==> config.mk <==
export PLATFORM = sky130hd
export DESIGN_NAME = simd_addsub
export DESIGN_NICKNAME = d
export VERILOG_FILES = /design/src/rtl/simd_addsub_pkg.sv /design/src/rtl/simd_usat_lane.sv /design/src/rtl/simd_half_lane.sv /design/src/rtl/simd_addsub.sv
export SDC_FILE = /design/constraint.sdc
export NUM_CORES = 1
export LEC_CHECK = 0
export BUFFER_PORTS_ARGS = -buffer_cell sky130_fd_sc_hd__buf_4
export CORE_UTILIZATION = 40
export DETAILED_ROUTE_END_ITERATION = 8
export PLACE_DENSITY_LB_ADDON = 0.3
export SLEW_MARGIN = 10
export SYNTH_ARGS = -nofsm -noshare
export SYNTH_HDL_FRONTEND = slang
export SYNTH_SLANG_ARGS = --single-unit
==> constraint.sdc <==
create_clock -name vclk -period 5.2
set_input_delay 0.26 -clock vclk [all_inputs]
set_output_delay 0.26 -clock vclk [all_outputs]
set_load 0.03 [all_outputs]
==> src/rtl/simd_addsub_pkg.sv <==
package simd_addsub_pkg;

    localparam int DATA_W = 32;

    typedef enum logic [1:0] {
        FMT_UH_SAT  = 2'd0,
        FMT_UB_HALF = 2'd1,
        FMT_SH_HALF = 2'd2,
        FMT_SW_HALF = 2'd3
    } fmt_e;

    typedef struct packed {
        logic sub;
        logic sat;
        logic rnd;
        fmt_e fmt;
    } ctrl_t;

    function automatic ctrl_t pack_ctrl(logic sub, logic sat, logic rnd, logic [1:0] fmt);
        ctrl_t c;
        c.sub = sub;
        c.sat = sat;
        c.rnd = rnd;
        c.fmt = fmt_e'(fmt);
        return c;
    endfunction

endpackage

==> src/rtl/simd_usat_lane.sv <==
module simd_usat_lane #(
    parameter int W = 16
) (
    input  logic [W-1:0] a,
    input  logic [W-1:0] b,
    input  logic         sub,
    input  logic         sat,
    output logic [W-1:0] res,
    output logic         ovf
);
    logic [W:0] ext;

    always_comb begin
        if (sub) ext = {1'b0, a} - {1'b0, b};
        else     ext = {1'b0, a} + {1'b0, b};
        ovf = ext[W];
        if (ovf && sat) res = sub ? '0 : '1;
        else            res = ext[W-1:0];
    end

    always_comb begin
        if (!ovf && !sub)
            assert_add_no_wrap_R2: assert (res >= a);
        if (!ovf && sub)
            assert_sub_no_wrap_R3: assert (res <= a);
        if (ovf && !sat && !sub)
            assert_wrap_below_R4: assert (res < a);
    end

endmodule

==> src/rtl/simd_half_lane.sv <==
module simd_half_lane #(
    parameter int W      = 8,
    parameter bit SIGNED = 1'b0
) (
    input  logic [W-1:0] a,
    input  logic [W-1:0] b,
    input  logic         sub,
    input  logic         rnd,
    output logic [W-1:0] res
);
    logic [W:0] ax;
    logic [W:0] bx;
    logic [W:0] tot;

    generate
        if (SIGNED) begin : g_sext
            assign ax = {a[W-1], a};
            assign bx = {b[W-1], b};
        end else begin : g_zext
            assign ax = {1'b0, a};
            assign bx = {1'b0, b};
        end
    endgenerate

    always_comb begin
        tot = sub ? (ax - bx) : (ax + bx);
        tot = tot + {{W{1'b0}}, rnd};
        res = W'(tot >> 1);
    end

    generate
        if (!SIGNED) begin : g_chk_u
            always_comb begin
                if (!sub)
                    assert_uavg_bounds_R5: assert (res >= ((a < b) ? a : b) && res <= ((a < b) ? b : a));
            end
        end else begin : g_chk_s
            always_comb begin
                if (!sub)
                    assert_savg_bounds_R6: assert ($signed(res) >= (($signed(a) < $signed(b)) ? $signed(a) : $signed(b))
                                               && $signed(res) <= (($signed(a) < $signed(b)) ? $signed(b) : $signed(a)));
            end
        end
    endgenerate

endmodule

==> src/rtl/simd_addsub.sv <==
module simd_addsub
    import simd_addsub_pkg::*;
(
    input  logic [31:0] op_a,
    input  logic [31:0] op_b,
    input  logic        sub,
    input  logic [1:0]  fmt,
    input  logic        sat,
    input  logic        rnd,
    output logic [31:0] result,
    output logic        ovf_set
);
    localparam int HW = DATA_W / 2;
    localparam int BW = DATA_W / 4;
    localparam int NH = DATA_W / HW;
    localparam int NB = DATA_W / BW;

    ctrl_t ctl;
    assign ctl = pack_ctrl(sub, sat, rnd, fmt);

    logic [DATA_W-1:0] r_usat;
    logic [DATA_W-1:0] r_ubyte;
    logic [DATA_W-1:0] r_shalf;
    logic [DATA_W-1:0] r_sword;
    logic [NH-1:0]     lane_ovf;

    genvar i;
    generate
        for (i = 0; i < NH; i++) begin : g_uh
            simd_usat_lane #(.W(HW)) u_lane (
                .a   (op_a[i*HW +: HW]),
                .b   (op_b[i*HW +: HW]),
                .sub (ctl.sub),
                .sat (ctl.sat),
                .res (r_usat[i*HW +: HW]),
                .ovf (lane_ovf[i])
            );
        end
        for (i = 0; i < NB; i++) begin : g_ub
            simd_half_lane #(.W(BW), .SIGNED(1'b0)) u_lane (
                .a   (op_a[i*BW +: BW]),
                .b   (op_b[i*BW +: BW]),
                .sub (ctl.sub),
                .rnd (ctl.rnd),
                .res (r_ubyte[i*BW +: BW])
            );
        end
        for (i = 0; i < NH; i++) begin : g_sh
            simd_half_lane #(.W(HW), .SIGNED(1'b1)) u_lane (
                .a   (op_a[i*HW +: HW]),
                .b   (op_b[i*HW +: HW]),
                .sub (ctl.sub),
                .rnd (ctl.rnd),
                .res (r_shalf[i*HW +: HW])
            );
        end
    endgenerate

    simd_half_lane #(.W(DATA_W), .SIGNED(1'b1)) u_word (
        .a   (op_a),
        .b   (op_b),
        .sub (ctl.sub),
        .rnd (ctl.rnd),
        .res (r_sword)
    );

    always_comb begin
        ovf_set = 1'b0;
        unique case (ctl.fmt)
            FMT_UH_SAT: begin
                result  = r_usat;
                ovf_set = |lane_ovf;
            end
            FMT_UB_HALF: result = r_ubyte;
            FMT_SH_HALF: result = r_shalf;
            default:     result = r_sword;
        endcase
    end

    always_comb begin
        if (ovf_set)
            assert_halving_quiet_R8: assert (fmt == 2'd0);
        if (fmt == 2'd0 && lane_ovf != '0)
            assert_flag_or_R9: assert (ovf_set);
    end

endmodule

* After elaboration in Yosys (flattened, before gate mapping)
Index checks and enable logic that the tools add are counted.
Widths: inputs -> output; s select.
** Operators by class
- $add $sub $neg :: 25
- Equal/unequal tests :: 2
- Multiplexer cells :: 14
- Reductions and logical operators :: 4
** Operators by type and width (count)
- $pmux 32 s3 :: 1
- $add 16x16->17 :: 4
- $mux 17 :: 4
- $sub 16x16->17 :: 4
- $mux 16 :: 3
- $add 8x8->9 :: 4
- $add 9x1->9 :: 4
- $mux 9 :: 4
- $sub 8x8->9 :: 4
- $add 17x1->17 :: 2
- $add 32x32->33 :: 1
- $add 33x1->33 :: 1
- $mux 33 :: 1
- $sub 32x32->33 :: 1
- $eq 2x1->1 const B :: 1
- $eq 2x2->1 const B :: 1
- $logic_and 1x1->1 :: 2
- $logic_not 2->1 :: 1
- $reduce_or 2->1 :: 1
- $mux 1 :: 1
** Word-level totals
- Register bits :: 0
- Bits of input ports :: 69

* Longest topological paths before layout
Gate-level depths: netlist (run 1).
- Depth in word-level cells :: 5
- Gate-level depth with buffers :: 20
- Mapped depth without buffers :: 19

* Hierarchy
From an unflattened synthesis (run 1), not the netlist that was laid out.
** Unflattened totals
- Cells, all modules :: 1768
- Area, all modules :: 12783.5 um^2
** Modules (own cells, without submodules)
- simd_half_lane at u_word :: times used 1, cells an instance 529, area an instance 3599.7 um^2, seq. area each 0.0 um^2
- simd_usat_lane :: times used 2, cells an instance 193, area an instance 1341.3 um^2, seq. area each 0.0 um^2
- simd_half_lane at g_ub[1].u_lane ... :: times used 3, cells an instance 98, area an instance 671.9 um^2, seq. area each 0.0 um^2
- simd_half_lane at g_sh[1].u_lane :: times used 1, cells an instance 232, area an instance 1562.7 um^2, seq. area each 0.0 um^2
- simd_half_lane at g_sh[0].u_lane :: times used 1, cells an instance 202, area an instance 1431.4 um^2, seq. area each 0.0 um^2
- simd_addsub :: times used 1, cells an instance 42, area an instance 830.8 um^2, seq. area each 0.0 um^2
- simd_half_lane at g_ub[0].u_lane :: times used 1, cells an instance 83, area an instance 660.6 um^2, seq. area each 0.0 um^2

* Least setup slack after synthesis (run 1)
No wires, ideal clock.
- Path type :: in2out
- Start point :: input port op_b[3]
- End point :: output port result[31]
- Data arrival time :: 4679 ps
- Path slack :: 261 ps
- Cell stages on the path :: 17
- Path buffers :: 1
- Path through :: or4_1 > nor3_1 > a21oi_1 > or2_2 > nor2_1 > xnor2_1 > ha_1 > clkbuf_1 > a21o_1 > o21bai_1 > nor2_1 > a311o_1 > xor2_1 > nor4_1 > and3_1 > a41oi_1 > o31ai_2
** Between the ends
- Longest elaborated chain between the ends :: 4
- Elaborated cells on any way between the ends :: 5
- Classes of those cells :: add/sub (3); mux (2)
** Ends and longest elaborated chain
- from (decl) :: line simd_addsub.sv:5 : input logic [31:0] op_b,
- $add 32x32->33 or $sub 32x32->33 (tied branches) :: line simd_half_lane.sv:26 : tot = sub ? (ax - bx) : (ax + bx);
- $mux 33 (*) :: line simd_half_lane.sv:26
- $add 33x1->33 (*) :: line simd_half_lane.sv:27 : tot = tot + {{W{1'b0}}, rnd};
- $pmux 32 s3 (*) :: line simd_addsub.sv:69 : unique case (ctl.fmt)
- to (decl) :: line simd_addsub.sv:10 : output logic [31:0] result,
Every way passes the cells marked *; elsewhere a longest branch is shown, timed or not.

* Worst setup path in the final report (run 1)
Ends and elaborated chain as after synthesis.

==> key figures, run 1 <==
GRT
  • Overflow after GRT: 0
  • First-pass GRT wire length: 35600 um
  • Vias in the first global route: 6939
  • Largest net degree at the start of global routing: 43
  • Initial antenna violation count: 1
  • Tot GR Track Use: 24.8%

Hold path
  • Worst Hold Depth: 3
  • HP Start: fmt[0]
  • Worst Hold End: result[17]
  • Type of the worst min-delay path: in2out

Critical path
  • Crit path cell chain: buf_4 > or4_1 > nand2b_1 > nor3b_2 > buf_4 > and2_2 > a21oi_1 > xnor2_1 > ha_2 > and3_4 > nor3b_2 > nand2_1 > a21o_1 > a211o_1 > a211oi_2 > buf_4 > nor4b_4 > buf_4 > nand4_1 > nor4b_2 > o31ai_2 > buf_4
  • Worst path slowest cell: or4_1
  • Critical path's most frequent cell: buf_4
  • CP peak stage delay: 530 ps
  • Startpoint types: input pin
  • Crit Path Class: in2out
  • Worst endpoint required time: 4940 ps
  • CP delay by family, top: simple AND/OR/NAND/NOR gates
  • Worst-path maximum fanout: 6
  • Crit path buffers/inverters: 5
  • Worst Path Arrival: 4740 ps
  • Crit path capture type: output pin

Logic synthesis
  • Count leader, synth: nor2_1
  • Share of the synthesized area in the top cell type: 14.4%
  • Yosys warning count: 0
  • Top cells by area, synth: xnor2_1, ha_1, a21oi_1, nor2_1, xor2_1
  • Avg Cell Area, Syn: 6.73 um2
  • Synthesized Nets: 1159
  • Synth area leader: xnor2_1
  • Post-Syn Instances: 1014
  • Commonest cells in the netlist: nor2_1, xnor2_1, a21oi_1, nand2_1, ha_1
  • Synth cell types: 89
  • Seq/Total Area, Yosys: 0%
  • Post-Syn Area: 6820 um2

Layout
  • Diode count: 0
  • Num sequential: 0
  • Nets: 1295
  • Finished Layout Cells: 1368
  • Ratio of cells with drive above 1 in the final layout: 19.5%
  • Clkbuf count: 0
  • Register area: 0 um2
  • Synthesis-to-layout area growth: 21.5%
  • Fill count: 1700
  • Final cell utilization of the core: 49.8%

STA
  • Final setup TNS: 0 ps
  • Worst-margin pin slew: 953 ps
  • Tcrit/Tclk final: 96.2%
  • Hold Worst Slack: 1050 ps
  • Max-slew headroom: 36.0%
  • # setup viols final: 0
  • Minimum clock period after layout: 5000 ps
  • FMAX: 200 MHz
  • Final Hold Vio Count: 0
  • Slew Limit Fails: 0

Routing
  • Remaining DRCs: 0
  • Starting DRC count in detailed routing: 540
  • Post-Route WL: 22600 um
  • Routed len/inst: 16.5 um
  • DR vias/cell: 5.64
  • DR vias: 7712
  • Drt first pass iters: 5
  • Antenna Nets Post-Route: 0

Power
  • Pwr dens: 231 nW/um2
  • Worst vdd ir: 0.123 mV
  • Leak: 3.38 nW
  • Overall power: 1.92 mW

Job
  • Max Cap Viol: 0

Floorplan
  • Core Rows: 47
  • Die Height: 133 um
  • Initial core utilization: 41.0%
  • Boundary pin count: 102
  • Die W: 133 um
  • Core ar.: 16600 um2
  • Die area: 17600 um2

Placed design
  • # placed instances: 1362
  • Gpl congestion: 0.933
  • Post-DP HPWL: 19500 um
  • PortBufs: 102

Clock tree
  • Cts hold-fix bufs: 0

Run status
  • Status: completed
-- layout by cell type, fill, tap and decap left out, types with 5 or more instances in the layout --
cell and instances:
buf_4 167, nor2_1 120, xnor2_1 112, a21oi_1 92, nand2_1 81, ha_1 70
o21ai_0 54, xor2_1 49, inv_1 47, nor3_1 28, nand3_1 25, o211ai_1 19
nand2b_1 17, nand4_1 17, a211oi_1 17, nor2b_1 16, o21a_1 15, or3_1 11
nor4_1 10, o21ai_1 9, a21o_1 8, and3_1 8, a31oi_1 8, and2_1 8
mux2i_1 7, o21bai_1 7, or4_1 5, o31a_1 5, nand3b_1 5
-- report_power, final --
part           internal (mW)  switching [mW]  leakage (nW)
clock                      0               0             0
combinational          0.781            1.14          3.38
sequential                 0               0             0
-- kinds of logic after synthesis --
| kind of cell | synth area share [%] |
|---|---|
| simple gates | 29.3 |
| compound gates | 28.2 |
| xor+xnor | 21.1 |
| fa+ha+maj | 15.0 |
| buf+inv | 4.60 |
| mux | 1.85 |
-- worst min-delay path: stages --
cell	delay (ps)
buf_4	210
o21bai_1	160
buf_4	160
-- layer usage --
| metal | vias up | part of all wire (%) | wire length (um) | track usage [%] |
|---|---|---|---|---|
| met5 | - | 0 | 0 | 0 |
| met4 | 0 | 0.67 | 152 | 1.66 |
| met3 | 9 | 7.6 | 1720 | 2.99 |
| met2 | 243 | 41 | 9280 | 36.9 |
| met1 | 3519 | 51 | 11400 | 38.7 |
| li1 | 3941 | - | - | - |
-- stage by stage --
step | setup WS, ps | area, um2
floorplan | 261 | 6820
global placement | 95.8 | 8170
detailed placement | 76.0 | 8170
CTS | 61.8 | 8170
global route | -14.3 | 8290
finish | 199 | 8290
-- layout make-up --
| cell class | instances | area (um2) | share of cell area, % |
|---|---|---|---|
| Inverter | 47 | 176 | 2.13 |
| Multi-Input combinational cell | 934 | 6580 | 79.4 |
| Tap cell | 220 | 275 | 3.32 |
| Timing Repair Buffer | 167 | 1250 | 15.1 |
-- worst max-delay path by stage --
stage / startpoint / to / slack [ps] / cells after the start
floorplan: op_b[3] / result[31] / 260 / 17
global placement: op_b[3] / result[31] / 100 / 22
detailed placement: op_b[3] / result[31] / 80 / 20
CTS: op_b[3] / result[31] / 60 / 20
global route: op_b[3] / result[29] / -10 / 22
finish: op_b[3] / result[31] / 200 / 22
-- what timing repair did --
action | in CTS | in global routing
resized for setup | 0 | 21
endpoints found under the setup margin | 0 | 16
buffers inserted | 0 | 6
Note: power is estimated with default switching activity, not from simulation.
==> run 2: changes to the inputs <==
==> constraint.sdc (replaced) <==
create_clock -name vclk -period 6.3
set_input_delay 0.315 -clock vclk [all_inputs]
set_output_delay 0.315 -clock vclk [all_outputs]
set_load 0.03 [all_outputs]
==> run 2 against run 1 <==
Effect of this change:
- global-route usage fell by 1.1 points
- first-iteration DRC count rose by 20%
- worst hold slack improved by 130 ps
- combinational power fell by 24%
- total power fell by 24%
- critical path depth fell by 3
- sequential cell count did not move
- cell count fell by 4.5%
- via count fell by 1.7%
- highest routed layer unchanged
==> key figures, run 2 (same netlist as run 1, synthesis figures left out) <==
Routing
  • Drt first pass iters: 5
  • Routed len/inst: 16.6 um
  • DR vias: 7578
  • Starting DRC count in detailed routing: 647
  • Antenna Nets Post-Route: 0
  • Remaining DRCs: 0
  • DR vias/cell: 5.80
  • Post-Route WL: 21700 um

GRT
  • Vias in the first global route: 6499
  • M3 GR Usage: 1.99%
  • Grt peak-use layer: met1
  • Largest net degree at the start of global routing: 53
  • First-pass GRT wire length: 34200 um
  • Overflow after GRT: 0
  • GRT met1 Usage: 38.0%
  • Tot GR Track Use: 23.7%
  • Initial antenna violation count: 0
  • Met2 Usage GRT: 34.5%

Floorplan
  • Boundary pin count: 102
  • Core ar.: 16600 um2
  • Die area: 17600 um2
  • Core Rows: 47
  • Die W: 133 um
  • Die Height: 133 um
  • Initial core utilization: 41.0%

Critical path
  • Worst path slowest cell: or4_1
  • Worst-path maximum fanout: 12
  • Crit Path Class: in2out
  • Worst endpoint required time: 5980 ps
  • CP peak stage delay: 530 ps
  • Crit path cell chain: buf_4 > or4_1 > nand2b_1 > nor3b_1 > and2_1 > a21oi_1 > xnor2_1 > ha_1 > a21oi_1 > a21boi_0 > a311oi_2 > nor2b_1 > a211oi_2 > nand3_1 > nor4b_4 > and3_1 > a41oi_1 > o31ai_2 > buf_4
  • Startpoint types: input pin
  • Crit path capture type: output pin
  • Worst Path Arrival: 5380 ps

Layout
  • Clkbuf count: 0
  • Register area: 0 um2
  • Fill count: 1757
  • Diode count: 0
  • Num sequential: 0
  • Finished Layout Cells: 1306
  • Synthesis-to-layout area growth: 13.6%
  • Commonest non-fill, non-tap cell in the layout: nor2_1
  • Most frequent cells in the layout: nor2_1, xnor2_1, buf_4, a21oi_1, nand2_1
  • Ratio of cells with drive above 1 in the final layout: 13.5%
  • Footprint of the multi-input gates: 6510 um2
  • Nets: 1233
  • Final Cell Area: 7750 um2

Placed design
  • Placed Area: 7750 um2
  • Gpl congestion: 0.917
  • # placed instances: 1306
  • Setup WS pre-CTS: 507 ps
  • PortBufs: 102
  • Post-DP HPWL: 18600 um

Job
  • Max Cap Viol: 0

Hold path
  • Worst Hold End: result[17]
  • HP Start: fmt[0]
  • Type of the worst min-delay path: in2out
  • Worst Hold Depth: 3

STA
  • Final Hold Vio Count: 0
  • FMAX: 176 MHz
  • RSZ-0062 raised after global routing: no
  • # setup viols final: 0
  • Final WS setup: 602 ps
  • Final setup TNS: 0 ps
  • Worst-margin pin slew: 1070 ps
  • Hold Worst Slack: 1190 ps
  • Minimum clock period after layout: 5700 ps
  • Tcrit/Tclk final: 90.4%
  • Slew Limit Fails: 0
  • Max-slew headroom: 28.8%

Power
  • Worst vdd ir: 0.0762 mV
  • Leak: 3.08 nW
  • Pwr dens: 189 nW/um2

Run status
  • Status: completed

Clock tree
  • Cts hold-fix bufs: 0
  • # Post-CTS Setup Buffers: 0
run 2: layout make-up:
class | count | area share, %
Multi-Input combinational cell | 934 | 84.0
Tap cell | 220 | 3.55
Timing Repair Buffer | 105 | 10.2
Inverter | 47 | 2.28
run 2: how the worst max path moves through the flow:
stage               startpoint         end  slack, ps  depth (start not counted)
floorplan              op_b[3]  result[31]       1250                         17
global placement       op_b[3]  result[31]        620                         19
detailed placement     op_b[3]  result[31]        510                         19
CTS                    op_b[3]  result[31]        500                         19
global route           op_b[3]  result[31]        140                         19
finish                 op_b[3]  result[31]        600                         19
run 2: critical path, delay by kind of cell:
family / cells / cell delay, ps
adder cells (fa/ha/maj): 1 / 440
AO/OA/AOI/OAI: 7 / 1740
XOR/XNOR: 1 / 170
buffers and inverters: 2 / 330
AND/OR/NAND/NOR: 8 / 2390
run 2: per-stage QoR:
step           total power, mW  util, %
6_report                  1.46     46.6
5_1_grt                   1.59     46.6
4_1_cts                   1.44     46.6
3_5_place_dp              1.44     46.6
3_3_place_gp              1.43     46.6
2_1_floorplan             1.06        -
run 2: power breakdown:
part | switching (mW) | leakage, nW | internal, mW
logic | 0.906 | 3.08 | 0.557
clock network | 0 | 0 | 0
registers | 0 | 0 | 0
run 2: repair_timing:
item                                    in CTS  in global routing
gates resized for setup                      0                  1
endpoints found under the hold margin        0                  0
endpoints found under the setup margin       0                  1
run 2: layer usage:
metal  vias to the layer above  share of wire, %
met5                         -                 0
met4                         0              0.87
met3                        14               7.1
met2                       256                40
met1                      3476                52
li1                       3832                 -
